[src/rtl/pwm_trig_pkg.sv]
package pwm_trig_pkg;
  localparam int CTRL_STRIDE = 4;
  localparam int TRIG_BIT    = 0;
  localparam int HOLD_BIT    = 1;
  localparam int INV_BIT     = 2;
  localparam int WORD_CTRL   = 0;
  localparam int WORD_PRESC  = 1;
  localparam int WORD_CHAN0  = 2;

  function automatic int period_word(input int ch);
    return WORD_CHAN0 + 2 * ch;
  endfunction

  function automatic int duty_word(input int ch);
    return WORD_CHAN0 + 2 * ch + 1;
  endfunction
endpackage

[src/rtl/pwm_trig_regs.sv]
module pwm_trig_regs
  import pwm_trig_pkg::*;
#(
  parameter int NCH    = 4,
  parameter int PS_W   = 4,
  parameter int CNT_W  = 16,
  parameter int DATA_W = 32,
  parameter int ADDR_W = 4,
  localparam int CTRL_W = NCH * CTRL_STRIDE,
  localparam int PRE_W  = NCH * PS_W
) (
  input  logic                       clk,
  input  logic                       rst,
  input  logic                       wr_en,
  input  logic [ADDR_W-1:0]          wr_addr,
  input  logic [DATA_W-1:0]          wr_data,
  input  logic [ADDR_W-1:0]          rd_addr,
  output logic [DATA_W-1:0]          rd_data,
  output logic [CTRL_W-1:0]          ctrl_q,
  output logic [PRE_W-1:0]           presc_q,
  output logic [NCH-1:0][CNT_W-1:0]  per_q,
  output logic [NCH-1:0][CNT_W-1:0]  duty_q
);
  logic [DATA_W-1:0] rd_mux;

  always_ff @(posedge clk) begin
    if (rst) begin
      ctrl_q  <= '0;
      presc_q <= '0;
      per_q   <= '0;
      duty_q  <= '0;
    end else if (wr_en) begin
      if (wr_addr == ADDR_W'(WORD_CTRL))  ctrl_q  <= wr_data[CTRL_W-1:0];
      if (wr_addr == ADDR_W'(WORD_PRESC)) presc_q <= wr_data[PRE_W-1:0];
      for (int c = 0; c < NCH; c++) begin
        if (wr_addr == ADDR_W'(period_word(c))) per_q[c]  <= wr_data[CNT_W-1:0];
        if (wr_addr == ADDR_W'(duty_word(c)))   duty_q[c] <= wr_data[CNT_W-1:0];
      end
    end
  end

  always_comb begin
    rd_mux = '0;
    if (rd_addr == ADDR_W'(WORD_CTRL))  rd_mux = DATA_W'(ctrl_q);
    if (rd_addr == ADDR_W'(WORD_PRESC)) rd_mux = DATA_W'(presc_q);
    for (int c = 0; c < NCH; c++) begin
      if (rd_addr == ADDR_W'(period_word(c))) rd_mux = DATA_W'(per_q[c]);
      if (rd_addr == ADDR_W'(duty_word(c)))   rd_mux = DATA_W'(duty_q[c]);
    end
  end

  always_ff @(posedge clk) begin
    if (rst) rd_data <= '0;
    else     rd_data <= rd_mux;
  end
endmodule

[src/rtl/pwm_trig_qual.sv]
module pwm_trig_qual #(
  parameter int MIN_LOW  = 50,
  parameter int MIN_HIGH = 50,
  localparam int LW = $clog2(MIN_LOW + 1),
  localparam int HW = $clog2(MIN_HIGH + 1)
) (
  input  logic clk,
  input  logic rst,
  input  logic trig_i,
  input  logic hold_i,
  output logic go_o
);
  logic          trig_d;
  logic          armed;
  logic [LW-1:0] low_cnt;
  logic [HW-1:0] high_cnt;

  always_ff @(posedge clk) begin
    if (rst) begin
      trig_d   <= 1'b0;
      armed    <= 1'b0;
      low_cnt  <= '0;
      high_cnt <= '0;
      go_o     <= 1'b0;
    end else begin
      trig_d <= trig_i;
      go_o   <= 1'b0;
      if (!trig_i) begin
        armed    <= 1'b0;
        high_cnt <= '0;
        if (low_cnt != LW'(MIN_LOW)) low_cnt <= low_cnt + 1'b1;
      end else if (!trig_d) begin
        armed    <= (low_cnt == LW'(MIN_LOW));
        high_cnt <= HW'(1);
        low_cnt  <= '0;
      end else if (armed && high_cnt != HW'(MIN_HIGH)) begin
        high_cnt <= high_cnt + 1'b1;
        if (high_cnt == HW'(MIN_HIGH - 1)) go_o <= !hold_i;
      end
    end
  end
endmodule

[src/rtl/pwm_chan_core.sv]
module pwm_chan_core #(
  parameter int PS_W  = 4,
  parameter int CNT_W = 16
) (
  input  logic             clk,
  input  logic             rst,
  input  logic             go_i,
  input  logic [PS_W-1:0]  st_ps,
  input  logic [CNT_W-1:0] st_per,
  input  logic [CNT_W-1:0] st_duty,
  input  logic             st_inv,
  output logic             pwm_o,
  output logic             idle_o,
  output logic             inv_o
);
  logic             pend_v, pend_inv, act_inv;
  logic [PS_W-1:0]  pend_ps, act_ps, pcnt;
  logic [CNT_W-1:0] pend_per, pend_duty, act_per, act_duty, cnt;
  logic             tick, bnd, active;

  assign tick   = (pcnt == act_ps);
  assign bnd    = tick && (cnt == act_per);
  assign active = (act_per != '0) && (cnt < act_duty);
  assign idle_o = (act_per == '0);
  assign inv_o  = act_inv;

  always_ff @(posedge clk) begin
    if (rst) begin
      pend_v <= 1'b0; pend_inv <= 1'b0; pend_ps <= '0; pend_per <= '0; pend_duty <= '0;
      act_inv <= 1'b0; act_ps <= '0; act_per <= '0; act_duty <= '0;
      pcnt <= '0; cnt <= '0; pwm_o <= 1'b0;
    end else begin
      if (go_i) begin
        pend_v    <= 1'b1;
        pend_ps   <= st_ps;
        pend_per  <= st_per;
        pend_duty <= st_duty;
        pend_inv  <= st_inv;
      end
      if (bnd) begin
        pcnt <= '0;
        cnt  <= '0;
        if (pend_v) begin
          act_ps   <= pend_ps;
          act_per  <= pend_per;
          act_duty <= pend_duty;
          act_inv  <= pend_inv;
          if (!go_i) pend_v <= 1'b0;
        end
      end else if (tick) begin
        pcnt <= '0;
        cnt  <= cnt + 1'b1;
      end else begin
        pcnt <= pcnt + 1'b1;
      end
      pwm_o <= active ^ act_inv;
    end
  end
endmodule

[src/rtl/pwm_trig_bank.sv]
module pwm_trig_bank
  import pwm_trig_pkg::*;
#(
  parameter int NCH      = 4,
  parameter int PS_W     = 4,
  parameter int CNT_W    = 16,
  parameter int DATA_W   = 32,
  parameter int ADDR_W   = 4,
  parameter int MIN_LOW  = 50,
  parameter int MIN_HIGH = 50
) (
  input  logic              clk,
  input  logic              rst,
  input  logic              wr_en,
  input  logic [ADDR_W-1:0] wr_addr,
  input  logic [DATA_W-1:0] wr_data,
  input  logic [ADDR_W-1:0] rd_addr,
  output logic [DATA_W-1:0] rd_data,
  output logic [NCH-1:0]    pwm_o
);
  localparam int CTRL_W = NCH * CTRL_STRIDE;
  localparam int PRE_W  = NCH * PS_W;

  logic [CTRL_W-1:0]         ctrl_q;
  logic [PRE_W-1:0]          presc_q;
  logic [NCH-1:0][CNT_W-1:0] per_q, duty_q;
  logic [NCH-1:0]            trig_v, hold_v, inv_v, go_v, idle_v, pol_v;

  pwm_trig_regs #(
    .NCH(NCH), .PS_W(PS_W), .CNT_W(CNT_W), .DATA_W(DATA_W), .ADDR_W(ADDR_W)
  ) u_regs (
    .clk(clk), .rst(rst), .wr_en(wr_en), .wr_addr(wr_addr), .wr_data(wr_data),
    .rd_addr(rd_addr), .rd_data(rd_data), .ctrl_q(ctrl_q), .presc_q(presc_q),
    .per_q(per_q), .duty_q(duty_q)
  );

  for (genvar c = 0; c < NCH; c++) begin : g_ch
    assign trig_v[c] = ctrl_q[CTRL_STRIDE*c + TRIG_BIT];
    assign hold_v[c] = ctrl_q[CTRL_STRIDE*c + HOLD_BIT];
    assign inv_v[c]  = ctrl_q[CTRL_STRIDE*c + INV_BIT];

    pwm_trig_qual #(.MIN_LOW(MIN_LOW), .MIN_HIGH(MIN_HIGH)) u_qual (
      .clk(clk), .rst(rst), .trig_i(trig_v[c]), .hold_i(hold_v[c]), .go_o(go_v[c])
    );

    pwm_chan_core #(.PS_W(PS_W), .CNT_W(CNT_W)) u_core (
      .clk(clk), .rst(rst), .go_i(go_v[c]),
      .st_ps(presc_q[PS_W*c +: PS_W]), .st_per(per_q[c]), .st_duty(duty_q[c]),
      .st_inv(inv_v[c]), .pwm_o(pwm_o[c]), .idle_o(idle_v[c]), .inv_o(pol_v[c])
    );
  end
endmodule

[config.mk]
export PLATFORM = sky130hd
export DESIGN_NAME = pwm_trig_bank
export DESIGN_NICKNAME = d
export VERILOG_FILES = /design/src/rtl/pwm_trig_pkg.sv /design/src/rtl/pwm_trig_regs.sv /design/src/rtl/pwm_trig_qual.sv /design/src/rtl/pwm_chan_core.sv /design/src/rtl/pwm_trig_bank.sv
export SDC_FILE = /design/constraint.sdc
export NUM_CORES = 1
export LEC_CHECK = 0
export BUFFER_PORTS_ARGS = -buffer_cell sky130_fd_sc_hd__buf_4
export CORE_UTILIZATION = 56
export DETAILED_ROUTE_END_ITERATION = 6
export PLACE_DENSITY = 0.76
export SLEW_MARGIN = 40
export SYNTH_ARGS = -nofsm -noshare
export SYNTH_HDL_FRONTEND = slang
export SYNTH_SLANG_ARGS = --single-unit
[constraint.sdc]
create_clock -name clk -period 2.1 [get_ports clk]
set_clock_uncertainty 0.2 [all_clocks]
set_input_delay 0.21 -clock clk [delete_from_list [all_inputs] [get_ports clk]]
set_output_delay 0.21 -clock clk [all_outputs]
set_load 0.01 [all_outputs]
After elaboration in Yosys (flattened, before gate mapping). Cells that the tools add are included.

Shift-type cells: 0. Reduce and logical (&&, ||, !) cells: 65. Bitwise logic cells: 20. Multiply operators: 0. Add/sub/neg operators: 16. $lt $le $gt $ge: 4. Muxes and demuxes: 46. Equality and inequality tests: 50. Div/mod/pow operators: 0.

Operator list (count): 16-bit two-way mux (10); 6-bit two-way mux (12); 16-bit by 1-bit adder with 16-bit output, second input constant (4); 16-bit == test (4); 16-bit less-than comparator (4); 16-bit nonzero test (4); 6-bit by 1-bit adder with 6-bit output, second input constant (8); 6-bit == test, second input constant (8); 6-bit != test, second input constant (8); 2-bit AND reduction (18); 4-bit by 3-bit == test with 1-bit output, second input constant (8); 1-bit two-way mux (24); 3-bit OR reduction (8); 5-bit OR reduction (4); 4-bit by 1-bit adder with 4-bit output, second input constant (4); 4-bit by 2-bit == test with 1-bit output, second input constant (4); 4-bit == test (4); 4-bit == test, second input constant (4); 2-bit != test, second input constant (8); 1-bit NOT (16); 2-bit OR reduction (8); 1-bit logical AND (12); 10-bit OR reduction (1); 4-bit by 1-bit == test with 1-bit output, second input constant (2); 4 further kinds (14).

Memory bits (writable): 0. Input bits: 43. Flip-flop bits (word level): 636. Bits in read-only memories: 0. Logic and storage cells: 285. Memories kept: 0. Output and inout bits: 36. Latch bits: 0.

Longest topological paths before layout. Gate-level depths: netlist (run 1).

Word-level depth: 11. Depth in mapped cells: 8.

Cells and area by module. Synthesis (run 1) repeated with hierarchy kept, for this count alone.

Cells, all modules: 3184. Area, all modules: 29379.4 um^2.

Modules (own cells, without submodules): pwm_chan_core at g_ch[0].u_core ... (cells an instance 471, times used 3, sequential area each 1921.8 um^2, area an instance 4605.7 um^2); pwm_trig_regs (cells an instance 945, times used 1, sequential area each 3523.4 um^2, area an instance 7852.5 um^2); pwm_chan_core at g_ch[2].u_core (cells an instance 466, times used 1, sequential area each 1921.8 um^2, area an instance 4521.8 um^2); pwm_trig_qual (cells an instance 90, times used 4, sequential area each 300.3 um^2, area an instance 797.0 um^2).

Worst setup path after synthesis (run 1). No wires, ideal clock.

Kind: register -> register. Start point: register g_ch[1].u_core.act_ps[3]. End point: register g_ch[1].u_core.act_duty[6]. Setup slack: 0.000 ns. Cell stages (with the launch flop): 7. Data arrival time: 1.768 ns. Clock period less this slack: 2.100 ns. Path buffers: 1. Setup time: 0.132 ns. Required time: 1.768 ns. Cell sequence: dfxtp_1 > xor2_1 > nor4_4 > nand3_2 > buf_6 > o31ai_1 > a21oi_1.

Longest elaborated chain between the ends: 3.

RTL lines: from (decl) (RTL line pwm_chan_core.sv:17) `logic [PS_W-1:0] pend_ps, act_ps, pcnt;`; from (signal assigned) (RTL line pwm_chan_core.sv:44) `act_ps <= pend_ps;`; 4-bit == test (RTL line pwm_chan_core.sv:21) `assign tick = (pcnt == act_ps);`; 1-bit logical AND (RTL line pwm_chan_core.sv:22) `assign bnd = tick && (cnt == act_per);`; 2-bit AND reduction (no line); to (signal assigned) (RTL line pwm_chan_core.sv:46) `act_duty <= pend_duty;`; to (decl) (RTL line pwm_chan_core.sv:18) `logic [CNT_W-1:0] pend_per, pend_duty, act_per, act_duty, cnt;`.

No other way between the ends. A chain may end at the register's enable or synchronous reset.

Worst setup path in the final report (run 1).
Start point: register g_ch[0].u_core.act_per[4]. End point: register g_ch[0].u_core.act_duty[1].

Longest elaborated chain between the ends: 3.

RTL lines: from (decl) (RTL line pwm_chan_core.sv:18); from (signal assigned) (RTL line pwm_chan_core.sv:45) `act_per <= pend_per;`; 16-bit == test (RTL line pwm_chan_core.sv:22); 1-bit logical AND (RTL line pwm_chan_core.sv:22); 2-bit AND reduction (no line); to (signal assigned) (RTL line pwm_chan_core.sv:46); to (decl) (RTL line pwm_chan_core.sv:18).

No other way between the ends.

==> results_dict.tcl, run 1 <==
set metrics [dict create \
    start_util 0.566 \
    synth_top_family_by_area "simple AND/OR/NAND/NOR gates" \
    relSlewSlack 0.517 \
    hold_depth 6 \
    firstDrtPassIters 7 \
    htreeDepth 2 \
    p_per_area_nw_per_um2 731 \
    drtIter0Drc 2372 \
    critPathLaunch "g_ch[0].u_core.act_per[4]" \
    ff_latch_area_um2 12400 \
    num_rows 82 \
    max_freq_mhz 469 \
    synth_top_area_cell "dfxtp_1" \
    async_reset_ff_frac 0 \
    synth_edf_count 0 \
    placed_cells 3844 \
    cts_sinks 620 \
    maxCapViolCount 0 \
    crit_buf_inv 2 \
    synth_area_um2 28300 \
    tns_ns -0.0460 \
    die_area_um2 51500 \
    synth.area.mux_share 0.104 \
    cp.arrival_ns 2.49 \
    cp.required_ns 2.46 \
    grt_pass1_vias 22644 \
    final_core_util 0.659 \
    wire_per_inst_um 19.7 \
    fin_crit_ns 2.13 \
    final_nets 3414 \
    multi_input_area_um2 14600 \
    fin_crit_sh 1.02 \
    crit_chain "xor2_1 -> nor4_1 -> buf_4 -> and2_2 -> buf_12 -> nand4_1 -> a21oi_1" \
    min_path_type "in2reg" \
    p_total_mw 24.1 \
    failed_checks "negative setup slack" \
    ir_drop_mv 0.647 \
    critical_path_class "reg2reg" \
    layout-area-overhead-vs-synth_pct 16.5 \
    core_um2 50100 \
    synth_seq_cells 620 \
    yosysMostFrequentCell "dfxtp_1" \
    drive_gt1_frac 0.128 \
    yosysTopAreaCellShare 0.438 \
    insertion_delay_ns 0.65 \
    worstSetupStartpointType "flop" \
    track_usage 0.299 \
    hold_viol 0 \
    reg2regPathDepth 7 \
    crit_family "simple AND/OR/NAND/NOR gates" \
    numCtsBuffers 61 \
    die_y_um 227 \
    ant_nets 0 \
    fp.dieW_um 227 \
    place_congestion 1.08 \
    grt_pass1_wl_um 122000 \
    rsz0062_at_grt "true" \
    dpl.hpwl_um 53800 \
    cts_tree "built" \
    ys_top_cells_by_count "dfxtp_1 (620), nor2_1 (365), nand2_1 (278)" \
    grt_max_degree 99 \
    cts-root-buf "clkbuf_16" \
    critical_path.max_fanout 19 \
    synth_adder_area_share 0.0389 \
    tightest_slew_ns 0.723 \
    vias_per_cell 5.92 \
    synthCells 3195 \
    layout_setup_ws_ns -0.0326 \
    yosys_most_used_dff "dfxtp_1" \
    io_pins 79 \
    drt-total-wl_um 79000 \
    worst_path_max_delay_cell "dfxtp_1" \
    synth_cell_types 69 \
    path_clk_slew_ns 0.07 \
    outcome "finished with violations" \
    crit_path_max_incr_delay_ns 0.36 \
    regToRegSetupSlack_ns -0.03 \
    synthTopCellsByArea "dfxtp_1 (44%), mux2i_1 (9.5%), nor2_1 (4.8%)" \
    ys_seq_area_frac 0.438 \
    yosys_warnings 0 \
    overflow 0 \
    drc 0 \
    synthXorXnorAreaFrac 0.0566 \
    min_to "u_regs.duty_q[50]" \
    p_leak_nw 12.0 \
    synth-simple-area-share 0.190 \
    slew_viol_final 0 \
    end_kind "flop" \
    r2r-end "g_ch[0].u_core.act_duty[1]" \
    num_vias 23708 \
    fill_cells 3961 \
    synth_compound_gate_area_share 0.117 \
    avgSynthCellArea_um2 8.86 \
    setup_viol 4 \
    port-buffer-count 46 \
    holdCritStartpoint "wr_addr[3]" \
    stdcell_count 4006 \
    regToRegStartpoint "g_ch[0].u_core.act_per[4]" \
    antenna_found_initial 1 \
    clockBufferDepth 3 \
]
## through the flow
stage	hold WS, ns	setup slack [ns]	instance area [um^2]
floorplan	0.234	-0.000235	28400
global placement	0.241	-0.140	30000
detailed placement	0.253	-0.116	30000
CTS	0.00289	-0.0308	32600
global route	0.0564	-0.145	33000
finish	0.0359	-0.0326	33000
## flip-flops by register name (all words and copies together), names as in the netlist, 16 cells and up
signal                 count
u_regs.duty_q             64
g_ch.u_core.act_per       64
g_ch.u_core.act_duty      64
g_ch.u_core.pend_per      64
g_ch.u_core.pend_ps       16
u_regs.per_q              64
g_ch.u_core.pend_duty     64
g_ch.u_core.cnt           64
u_regs.ctrl_q             16
g_ch.u_qual.low_cnt       24
u_regs.presc_q            16
g_ch.u_core.pcnt          16
g_ch.u_qual.high_cnt      24
u_regs.rd_data            16
g_ch.u_core.act_ps        16
## worst reg2reg max path, stage by stage (launching register included)
cell and delay [ns]:
dfxtp_1 0.36, xor2_1 0.18, nor4_1 0.34, buf_4 0.18, and2_2 0.25, buf_12 0.19
nand4_1 0.19, a21oi_1 0.18
## logic make-up after synthesis
family / Yosys count
AO/OA/AOI/OAI: 538
XOR/XNOR: 183
adder cells (fa/ha/maj): 88
buffers and inverters: 363
flip-flops: 620
multiplexers: 289
other: 1
AND/OR/NAND/NOR: 1113
## power by group
group	internal, mW	switching (mW)	leakage (nW)
registers	11.8	0.0721	5.01
logic	0.328	0.563	6.01
clock network	6.61	4.72	1.02
total	18.8	5.36	12.0
## layer usage
| layer | GRT usage | vias to the layer above | wire [um] |
|---|---|---|---|
| met5 | 0 | - | 0 |
| met4 | 0.101 | 0 | 2540 |
| met3 | 0.0420 | 152 | 5190 |
| met2 | 0.493 | 793 | 37400 |
| met1 | 0.399 | 11455 | 33900 |
| li1 | - | 11308 | - |
## area by class of cell
class,instances,area share
sequential,620,0.377
antenna,2,0.000152
clock inverter,24,0.00940
timing repair buffer,259,0.0773
multi-input combinational,2227,0.443
clock buffer,88,0.0539
tap,672,0.0255
inverter,114,0.0130
## how the worst max path moves through the flow
stage | end | slack (ns) | depth (start not counted)
after floorplan | g_ch[1].u_core.act_duty[6] | -0.0002 | 6
after global placement | g_ch[0].u_core.pwm_o | -0.14 | 6
after detailed placement | g_ch[0].u_core.pwm_o | -0.12 | 6
after CTS | g_ch[2].u_core.act_ps[1] | -0.03 | 7
after global routing | g_ch[0].u_core.act_per[9] | -0.15 | 7
final | g_ch[0].u_core.act_duty[1] | -0.03 | 7
## what timing repair did
item | 4_1_cts | 5_1_grt
endpoints found under the setup margin | 63 | 146
hold endpoints to repair | 228 | 0
cloned | 2 | 9
buffers inserted | 2 | 3
pin swaps | 1 | 24
hold buffers | 32 | 0
gates resized for setup | 13 | 58
## layout by cell type (no fill, tap or decap), types with 9 or more instances in the layout
master and instances:
a21o_1 18, a21oi_1 260, a222oi_1 9, a22oi_1 11
and3_1 12, and4_1 14, buf_12 27, buf_4 185
clkbuf_1 12, clkbuf_16 68, clkbuf_8 15, clkinv_2 10
conb_1 16, dfxtp_1 593, dfxtp_2 26, dlygate4sd3_1 32
ha_1 87, inv_1 114, mux2_2 16, mux2i_1 269
nand2_1 278, nand2b_1 96, nand3_1 41, nand4_1 157
nor2_1 365, nor2b_1 17, nor3_1 38, nor4_1 39
o21ai_0 46, o22ai_1 14, o31ai_1 105, xnor2_1 80
xor2_1 99
Note: power is estimated with default switching activity, not from simulation.
==> run 2, diff against run 1 <==
--- a/config.mk
+++ b/config.mk
@@ -6,10 +6,11 @@
 export NUM_CORES = 1
 export LEC_CHECK = 0
 export BUFFER_PORTS_ARGS = -buffer_cell sky130_fd_sc_hd__buf_4
-export CORE_UTILIZATION = 56
+export CORE_UTILIZATION = 57
 export DETAILED_ROUTE_END_ITERATION = 6
-export PLACE_DENSITY = 0.76
+export PLACE_DENSITY = 0.77
 export SLEW_MARGIN = 40
 export SYNTH_ARGS = -nofsm -noshare
 export SYNTH_HDL_FRONTEND = slang
+export SYNTH_HIERARCHICAL = 1
 export SYNTH_SLANG_ARGS = --single-unit
==> run 2 against run 1 <==
Against the previous run: critical path depth is the same; largest power group is now clock; cell count barely moved; the run ends with design-rule violations left; highest routed layer is now met5; sequential power hardly changed.
==> results_dict.tcl, run 2 <==
set metrics [dict create \
    crit_chain "inv_1 -> ha_1 -> o21ai_1 -> nor2_1 -> or3_4 -> nor4_4 -> mux2i_1" \
    numCtsBuffers 66 \
    crit_buf_inv 1 \
    tns_ns 0 \
    synthTopCellsByArea "dfxtp_1 (42%), mux2i_1 (13%), nand2b_1 (6.9%)" \
    fin_crit_ns 2.05 \
    ys_seq_area_frac 0.422 \
    dpl.hpwl_um 53400 \
    setup_viol 0 \
    antenna_found_initial 2 \
    synth_edf_count 0 \
    design_area_um2 33800 \
    num_vias 23196 \
    dp_slack_ns -0.203 \
    yosysMostFrequentCell "dfxtp_1" \
    critical_path.max_fanout 2 \
    power_frac_clock 0.488 \
    ys_top_cells_by_count "dfxtp_1 (620), mux2i_1 (369), nand2b_1 (325)" \
    yosys_warnings 6 \
    synth_area_um2 29400 \
    layout-area-overhead-vs-synth_pct 15.1 \
    fill_cells 3831 \
    async_reset_ff_frac 0 \
    crit_family "simple AND/OR/NAND/NOR gates" \
    slew_viol_final 0 \
    p_per_area_nw_per_um2 747 \
    synthXorXnorAreaFrac 0.0459 \
    p_int_mw 19.8 \
    critical_path_class "reg2reg" \
    start_util 0.582 \
    fp.dieW_um 229 \
    p_sw_mw 5.49 \
    synthCells 3184 \
    core_um2 50500 \
    maxCapViolCount 0 \
    wire_per_inst_um 19.4 \
    insertion_delay_ns 0.60 \
    avgSynthCellArea_um2 9.23 \
    place_congestion 1.01 \
    synth_top_family_by_area "simple AND/OR/NAND/NOR gates" \
    hold_viol 0 \
    critPathLaunch "g_ch[3].u_core/act_duty[14]" \
    drc 4 \
    synth_seq_cells 620 \
    placed_area_um2 30800 \
    firstDrtPassIters 7 \
    rsz0062_at_grt "true" \
    pwr-share-comb 0.040 \
    final_common_cell "dfxtp_1" \
    synth.area.mux_share 0.136 \
    fin_crit_sh 0.977 \
    cp.required_ns 2.43 \
    synth_compound_gate_area_share 0.0726 \
    grt_pass1_vias 22518 \
    p_sw_frac 0.217 \
    layout_setup_ws_ns 0.0480 \
    drive_gt1_frac 0.139 \
    regToRegSetupSlack_ns 0.05 \
    final_cell_mix "dfxtp_1 (603), mux2i_1 (365), nand2b_1 (325)" \
    tightest_slew_ns 0.624 \
    cts-root-buf "clkbuf_16" \
    worst_path_max_delay_cell "dfxtp_1" \
    num_rows 82 \
    r2r-end "g_ch[3].u_core/pwm_o" \
    htreeDepth 3 \
    port-buffer-count 46 \
    drt-total-wl_um 77800 \
    overflow 0 \
    p_leak_nw 12.1 \
    grt_pass1_wl_um 122000 \
    die_y_um 229 \
    regToRegStartpoint "g_ch[3].u_core/act_duty[14]" \
    final_nets 3415 \
    p_seq_frac 0.472 \
    end_kind "flop" \
    relSlewSlack 0.584 \
    max_freq_mhz 487 \
    min_to "u_regs/per_q[30]" \
    min_path_type "in2reg" \
    path_clk_slew_ns 0.06 \
    drtIter0Drc 2017 \
    track_usage 0.288 \
    ant_nets 0 \
    antenna_cells 0 \
    cts_sinks 620 \
    vias_per_cell 5.79 \
    synth_top_area_cell "dfxtp_1" \
    holdCritStartpoint "wr_addr[1]" \
    outcome "finished with violations" \
    synth_cell_types 76 \
    reg2regPathDepth 7 \
    yosys_most_used_dff "dfxtp_1" \
    yosysTopAreaCellShare 0.422 \
    hold_depth 5 \
    cts_tree "built" \
    synth_adder_area_share 0.0375 \
    ir_drop_mv 0.468 \
    clockBufferDepth 3 \
    synth-simple-area-share 0.231 \
    failed_checks "design-rule violations" \
    worstSetupStartpointType "flop" \
    die_area_um2 52500 \
    crit_path_max_incr_delay_ns 0.34 \
    cp.arrival_ns 2.38 \
    grt_max_degree 57 \
    io_pins 79 \
]
[run 2: changes by cell type after synthesis, sizes merged, moves of 36 or more]
cell,delta
a21oi,-94
mux2i,+99
o31ai,-104
clkbuf,-48
nand4,-93
nor2,-36
nand2b,+229
[run 2: how the worst max path moves through the flow]
stage / endpoint / slack, ns / cells after the start
CTS: g_ch[0].u_core/pwm_o / 0.0005 / 7
finish: g_ch[3].u_core/pwm_o / 0.05 / 7
floorplan: g_ch[0].u_core/pwm_o / 0.13 / 6
global placement: g_ch[3].u_core/pwm_o / -0.15 / 8
global route: g_ch[2].u_core/pwm_o / -0.05 / 5
detailed placement: g_ch[3].u_core/pwm_o / -0.20 / 7
[run 2: final cells by class]
class / instances / area [um^2] / share of cell area
tap: 672 / 841 / 0.0249
inverter: 89 / 334 / 0.00988
timing repair buffer: 237 / 2150 / 0.0636
sequential: 620 / 12400 / 0.368
multi-input combinational: 2270 / 15800 / 0.466
clock inverter: 22 / 320 / 0.00948
clock buffer: 94 / 1970 / 0.0584
[run 2: kinds of logic (layout without fill, tap and decap cells)]
logic type | Yosys count | in the layout
xor gates and xnor gates | 154 | 154
muxes | 393 | 393
and+or+nand+nor | 1267 | 1267
other | 1 | 16
adders and majority gates | 88 | 88
AOI/OAI and AO/OA | 352 | 352
buffers and inverters | 309 | 442
DFF | 620 | 620
[run 2: power by group through the flow]
stage / logic [mW] / registers, mW / clock network, mW
6_report: 1.00 / 11.9 / 12.3
2_1_floorplan: 0.639 / 12.1 / 0
3_5_place_dp: 0.940 / 12.2 / 0
3_3_place_gp: 0.921 / 12.2 / 0
4_1_cts: 0.975 / 11.9 / 12.4
5_1_grt: 1.05 / 11.9 / 13.0
[run 2: worst register-to-register path, stage by stage (launching register included)]
cell and delay, ns:
dfxtp_1 0.34, inv_1 0.05, ha_1 0.31, o21ai_1 0.15, nor2_1 0.07, or3_4 0.34
nor4_4 0.31, mux2i_1 0.21
[run 2: what timing repair did]
action	in CTS	in global routing
gates cloned	0	3
endpoints found under the setup margin	20	136
buffers inserted	1	6
resized for setup	27	47
pin swaps	7	20
endpoints found under the hold margin	223	0
hold buffers	21	0
[run 2: layer usage]
| layer | share of wire | vias up | track usage |
|---|---|---|---|
| met5 | 0.00017 | - | 0 |
| met4 | 0.027 | 2 | 0.103 |
| met3 | 0.066 | 143 | 0.0402 |
| met2 | 0.47 | 769 | 0.477 |
| met1 | 0.43 | 11243 | 0.382 |
| li1 | - | 11039 | - |
[run 2: through the flow]
step	util	std cells	total power [mW]	hold WS (ns)
2_1_floorplan	-	3199	12.8	0.233
3_3_place_gp	0.611	3858	13.1	0.242
3_5_place_dp	0.611	3858	13.1	0.253
4_1_cts	0.663	3996	25.3	0.0221
5_1_grt	0.670	4004	25.9	0.0659
6_report	0.670	4004	25.3	0.0558
